===== config.mk =====
export PLATFORM = sky130hd
export DESIGN_NAME = wsu_shifter
export DESIGN_NICKNAME = d
export VERILOG_FILES = /design/src/rtl/wsu_pkg.sv /design/src/rtl/wsu_count_sel.sv /design/src/rtl/wsu_step.sv /design/src/rtl/wsu_flags.sv /design/src/rtl/wsu_shifter.sv
export SDC_FILE = /design/constraint.sdc
export NUM_CORES = 1
export LEC_CHECK = 0
export BUFFER_PORTS_ARGS = -buffer_cell sky130_fd_sc_hd__clkbuf_2
export CORE_MARGIN = 5
export CORE_UTILIZATION = 45
export DETAILED_ROUTE_END_ITERATION = 7
export GPL_ROUTABILITY_DRIVEN = 0
export GPL_TIMING_DRIVEN = 0
export MAX_ROUTING_LAYER = met4
export PLACE_DENSITY = 0.85
export SETUP_SLACK_MARGIN = 0.1
export SLEW_MARGIN = 10
export SYNTH_ARGS = -nofsm -noshare
export SYNTH_HDL_FRONTEND = slang
export SYNTH_HIERARCHICAL = 1
export SYNTH_SLANG_ARGS = --single-unit

===== constraint.sdc =====
create_clock -name clk -period 1.4 [get_ports clk]
set_input_delay 0 -clock clk [delete_from_list [all_inputs] [get_ports clk]]
set_output_delay 0 -clock clk [all_outputs]
set_load 0.01 [all_outputs]

===== src/rtl/wsu_pkg.sv =====
// Package: shared types for the serial word shifter.
// Assumes the mode encoding below is fixed by the instruction decoder.
package wsu_pkg;

    typedef enum logic [1:0] {
        SH_ALEFT  = 2'd0,
        SH_ARIGHT = 2'd1,
        SH_CIRC   = 2'd2,
        SH_LRIGHT = 2'd3
    } shift_kind_e;

endpackage


===== src/rtl/wsu_count_sel.sv =====
// Module: resolves the effective shift amount.
// A nonzero instruction field wins. Otherwise the register-0 nibble is used,
// and a zero there means a full-width shift. Assumes WIDTH == 2**CNT_W.
module wsu_count_sel #(
    parameter int CNT_W = 4
) (
    input  logic [CNT_W-1:0] field,
    input  logic [CNT_W-1:0] reg_low,
    output logic [CNT_W:0]   amount
);
    localparam logic [CNT_W:0] FULL = (CNT_W+1)'(1) << CNT_W;

    logic [CNT_W-1:0] picked;

    // choose the source, then map zero to the full width
    always_comb begin
        picked = (field != '0) ? field : reg_low;
        amount = (picked == '0) ? FULL : {1'b0, picked};
    end
endmodule


===== src/rtl/wsu_step.sv =====
// Module: one single-bit shift step for the selected kind.
// It reports the bit that leaves the word and whether the MSB would flip.
// Purely combinational; the sequencer registers its outputs.
module wsu_step
    import wsu_pkg::*;
#(
    parameter int WIDTH = 16
) (
    input  shift_kind_e      kind,
    input  logic [WIDTH-1:0] word,
    output logic [WIDTH-1:0] next,
    output logic             bit_out,
    output logic             msb_flip
);
    // form the next word and the departing bit
    always_comb begin
        msb_flip = 1'b0;
        unique case (kind)
            SH_ALEFT: begin
                next     = {word[WIDTH-2:0], 1'b0};
                bit_out  = word[WIDTH-1];
                msb_flip = word[WIDTH-1] ^ word[WIDTH-2];
            end
            SH_ARIGHT: begin
                next    = {word[WIDTH-1], word[WIDTH-1:1]};
                bit_out = word[0];
            end
            SH_CIRC: begin
                next    = {word[0], word[WIDTH-1:1]};
                bit_out = word[0];
            end
            default: begin
                next    = {1'b0, word[WIDTH-1:1]};
                bit_out = word[0];
            end
        endcase
    end
endmodule


===== src/rtl/wsu_flags.sv =====
// Module: comparison flags of a word against zero.
// Combinational; the word is read as two's complement for the signed flag.
module wsu_flags #(
    parameter int WIDTH = 16
) (
    input  logic [WIDTH-1:0] word,
    output logic             is_zero,
    output logic             pos_signed,
    output logic             pos_unsigned
);
    // compare the word against zero both ways
    always_comb begin
        is_zero      = (word == '0);
        pos_unsigned = !is_zero;
        pos_signed   = !word[WIDTH-1] && !is_zero;
    end
endmodule


===== src/rtl/wsu_shifter.sv =====
// Module: serial shifter top with a start/done handshake.
// It loads on an idle start, shifts one bit per cycle for the resolved
// count, then pulses done. Results and flags hold until the next start.
// Assumes start is a level sampled each clock; requests while busy are ignored.
module wsu_shifter
    import wsu_pkg::*;
#(
    parameter int WIDTH = 16
) (
    input  logic             clk,
    input  logic             rst_n,
    input  logic             start,
    input  logic [1:0]       mode,
    input  logic [WIDTH-1:0] operand,
    input  logic [$clog2(WIDTH)-1:0] cnt_field,
    input  logic [$clog2(WIDTH)-1:0] wr0_low,
    output logic             busy,
    output logic             done,
    output logic [WIDTH-1:0] result,
    output logic             carry,
    output logic             overflow,
    output logic             eq_zero,
    output logic             gt_signed,
    output logic             gt_unsigned
);
    localparam int CNT_W = $clog2(WIDTH);
    localparam logic [CNT_W:0] ONE  = (CNT_W+1)'(1);
    localparam logic [CNT_W:0] FULL = (CNT_W+1)'(WIDTH);

    logic [WIDTH-1:0] acc_q;
    logic [CNT_W:0]   left_q;
    logic             busy_q, done_q, carry_q, ovf_q;
    shift_kind_e      kind_q;

    logic [CNT_W:0]   amount;
    logic [WIDTH-1:0] step_next;
    logic             step_out, step_flip;

    wsu_count_sel #(.CNT_W(CNT_W)) u_cnt (
        .field   (cnt_field),
        .reg_low (wr0_low),
        .amount  (amount)
    );

    wsu_step #(.WIDTH(WIDTH)) u_step (
        .kind     (kind_q),
        .word     (acc_q),
        .next     (step_next),
        .bit_out  (step_out),
        .msb_flip (step_flip)
    );

    wsu_flags #(.WIDTH(WIDTH)) u_flags (
        .word         (acc_q),
        .is_zero      (eq_zero),
        .pos_signed   (gt_signed),
        .pos_unsigned (gt_unsigned)
    );

    // sequencer: load on idle start, step while busy, pulse done at the end
    always_ff @(posedge clk) begin
        if (!rst_n) begin
            acc_q   <= '0;
            left_q  <= '0;
            busy_q  <= 1'b0;
            done_q  <= 1'b0;
            carry_q <= 1'b0;
            ovf_q   <= 1'b0;
            kind_q  <= SH_ALEFT;
        end else begin
            done_q <= 1'b0;
            if (busy_q) begin
                acc_q   <= step_next;
                carry_q <= step_out;
                if (kind_q == SH_ALEFT && step_flip)
                    ovf_q <= 1'b1;
                left_q <= left_q - ONE;
                if (left_q == ONE) begin
                    busy_q <= 1'b0;
                    done_q <= 1'b1;
                end
            end else if (start) begin
                acc_q   <= operand;
                left_q  <= amount;
                busy_q  <= 1'b1;
                carry_q <= 1'b0;
                ovf_q   <= 1'b0;
                kind_q  <= shift_kind_e'(mode);
            end
        end
    end

    assign busy     = busy_q;
    assign done     = done_q;
    assign result   = acc_q;
    assign carry    = carry_q;
    assign overflow = ovf_q;


    done_pulse_chk: assert property (@(posedge clk) disable iff (!rst_n)
        done_q |=> !done_q);


    done_idle_chk: assert property (@(posedge clk) disable iff (!rst_n)
        done_q |-> !busy_q);


    idle_hold_chk: assert property (@(posedge clk) disable iff (!rst_n)
        (!busy_q && !start) |=> $stable(acc_q));


    count_range_chk: assert property (@(posedge clk) disable iff (!rst_n)
        (start && !busy_q) |=> (left_q != '0 && left_q <= FULL));


    no_overflow_chk: assert property (@(posedge clk) disable iff (!rst_n)
        (busy_q && kind_q != SH_ALEFT) |-> !ovf_q);


    zero_flags_chk: assert property (@(posedge clk) disable iff (!rst_n)
        eq_zero |-> (!gt_signed && !gt_unsigned));
endmodule


==> metrics.cfg <==
[final_layout]
final_core_util_pct = 60.6
layout-drive-gt1-share_pct = 50.0
instances_no_fill = 276
antenna_cells = 0
fin_area_mm2 = 0.00225
layout_common_cells = 50 x clkbuf_2, 28 x mux2_4, 24 x nor2_1
layout_commonest_cell = clkbuf_2
syn_to_final_growth_pct = 28.6
nets = 260

[floorplan]
core.rowCount = 22
fp.dieW_um = 72.4
start_util_pct = 47.1
die_area_mm2 = 0.00524
fp.dieH_um = 72.4
io_pins = 52
core_area_mm2 = 0.00372

[timing]
period_share_pct = 99.0
min_period_ns = 1.39
setup_tns_ns = 0
finalHoldViolCount = 0
final-setup-viol-count = 0
fmax_ghz = 0.721
finClkSkew_ns = 0.00513
rsz0062_at_grt = true
relSlewSlack_pct = 68.0
worst_slew_pin_slew_ns = 0.480
maxSlewViolCount = 0

[power_and_ir_drop]
power.switching_uw = 620
switching_share_pct = 30.8
pwr-share-seq_pct = 45.8
p_per_area_mw_per_mm2 = 895
ir_worst_vdd_mv = 0.466
p_int_uw = 1400
leakage_uw = 0.00107
pwr-share-clk_pct = 22.5
combPwrFrac_pct = 31.7

[global_route]
grt_pass1_vias = 1461
use_met2_pct = 24.9
antenna_found_initial = 0
grt_pass1_wl_um = 6660
grt_start_max_net_pins = 16
busiest_layer = met2
use_met1_pct = 21.5
grtUsageTotal_pct = 16.1
grt_overflow_total = 0
gr-usage-met3_pct = 2.22

[detailed_routing]
first_pass_iters = 4
avgRoutedWirePerCell_um = 14.8
wl_um = 4080
viasPerCell = 5.39
ant_nets = 0
drc = 0
vias = 1487
first_iter_violations = 87

[place]
dp_hpwl_um = 2900
place_area_mm2 = 0.00207
portBuffers = 51
dp.cells = 266

[synth]
synth_edf_count = 0
yosysUniqueCellTypes = 40
synth_ff_type = dfxtp_1
ys_ff_latch = 27
yosys_warnings = 6
syn_avg_cell_area_um2 = 10.5
synth_cells = 167
ys_async_sr_fraction_pct = 0
ys_seq_area_share_pct = 30.9
syn-cell-area_mm2 = 0.00175
synth_fp_nets = 198

[clocking]
clkSlewWorstSetupHoldPaths_ns = 0.10
cts-root-buf = clkbuf_8
cts.sinks = 27
cts_tree = done
htreeDepth = 1
clock_path_buffers = 2
insertion_delay_ns = 0.28
cts_buffers = 3

[flow_run]
maxCapViolations = 0

[setup_path]
cpPeakStageDelay_ns = 0.38
cp-start-kind = register
required_ns = 1.56
critPathCaptureType = register
crit_arrival_ns = 1.54
crit_type = reg -> reg
crit_path_cell_trace = nor2_4 > buf_8 > mux2_4 > mux2i_1 > nor2_1
slowest_stage = dfxtp_4
worst-path-max-fanout = 10

[worst_hold_path]
hold_path.class = in -> reg

[status]
outcome = complete, no violations

area by class of cell:
class / instances / area [µm²]
clock buffers: 3 / 41.3
fillers: 322 / 1460
inverters: 8 / 30.0
flip-flops and latches: 27 / 558
clock inverters: 1 / 5.00
plain buffers: 9 / 93.8
multi-input cells: 123 / 1150
well taps: 48 / 60.1
repair buffers: 57 / 312
Yosys cell counts (2+ instances only):
| library cell | count | area (µm²) |
|---|---|---|
| buf_8 | 3 | 45.0 |
| mux2i_1 | 19 | 190 |
| a31oi_1 | 3 | 18.8 |
| a22oi_1 | 2 | 15.0 |
| mux2_4 | 25 | 375 |
| mux2_2 | 6 | 67.6 |
| dfxtp_1 | 27 | 541 |
| a21oi_1 | 2 | 10.0 |
| nand3b_1 | 3 | 22.5 |
| o21ai_0 | 2 | 10.0 |
| nor4_1 | 4 | 25.0 |
| nor2b_1 | 5 | 31.3 |
| nor2_1 | 24 | 90.1 |
| inv_1 | 7 | 26.3 |
| a31o_1 | 3 | 26.3 |
| nor3_1 | 4 | 20.0 |
| ha_1 | 2 | 25.0 |
| buf_6 | 3 | 33.8 |
| a211oi_1 | 2 | 15.0 |
power by group through the flow:
stage	registers, µW	clock network (µW)	logic [µW]
2_1_floorplan	920	0	412
3_3_place_gp	921	0	569
6_report	923	454	639
5_1_grt	935	485	689
3_5_place_dp	921	0	581
4_1_cts	919	462	627
state kept, by name (all words and copies together) (netlist names):
signal,flops
busy,1
left_q,5
done,1
overflow,1
result,16
kind_q,2
carry,1
per-stage QoR:
stage / setup WS (ns) / total power [µW] / hold slack [ns]
6_report: 0.0140 / 2020 / 0.0737
5_1_grt: -0.0320 / 2110 / 0.0897
4_1_cts: 0.00336 / 2010 / 0.0736
3_3_place_gp: 0.0125 / 1490 / 0.231
2_1_floorplan: 0.111 / 1330 / 0.122
3_5_place_dp: -0.0301 / 1500 / 0.233
timing repair:
item                                    CTS  global route
hold endpoints to repair                  3             0
endpoints found under the setup margin   12            17
setup buffers                             3             0
hold buffers                              3             0
resized for setup                        13            10
pin swaps                                 3             2
metal layers:
metal | wire [µm] | vias up | part of all wire [%]
met4 | 65 | 0 | 1.6
met2 | 1900 | 56 | 47
li1 | - | 731 | -
met3 | 232 | 8 | 5.7
met1 | 1880 | 692 | 46
met5 | 0 | - | 0
critical path, delay by kind of cell (launching register included):
family / cells / cell delay, ns
simple gates: 2 / 0.23
buf+inv: 1 / 0.18
flops: 1 / 0.38
mux: 2 / 0.47
cell families after synthesis:
logic type / count (synthesis) / synth area share (%)
AO/OA/AOI/OAI: 19 / 8.21
adder cells (fa/ha/maj): 2 / 1.43
multiplexers: 50 / 36.1
flip-flops: 27 / 30.9
XOR/XNOR: 1 / 0.500
buffers and inverters: 17 / 7.07
AND/OR/NAND/NOR: 51 / 15.8
path summary, 6_finish.rpt:
kind	startpoint	end	slack, ns	depth (start not counted)
setup / recovery	kind_q[1]	result[8]	0.01	5
hold reg to reg	left_q[2]	left_q[2]	0.52	2
hold / removal	operand[6]	result[6]	0.07	4
setup reg to reg	kind_q[1]	result[8]	0.01	5
No activity file was read; power rests on OpenSTA's default activity.
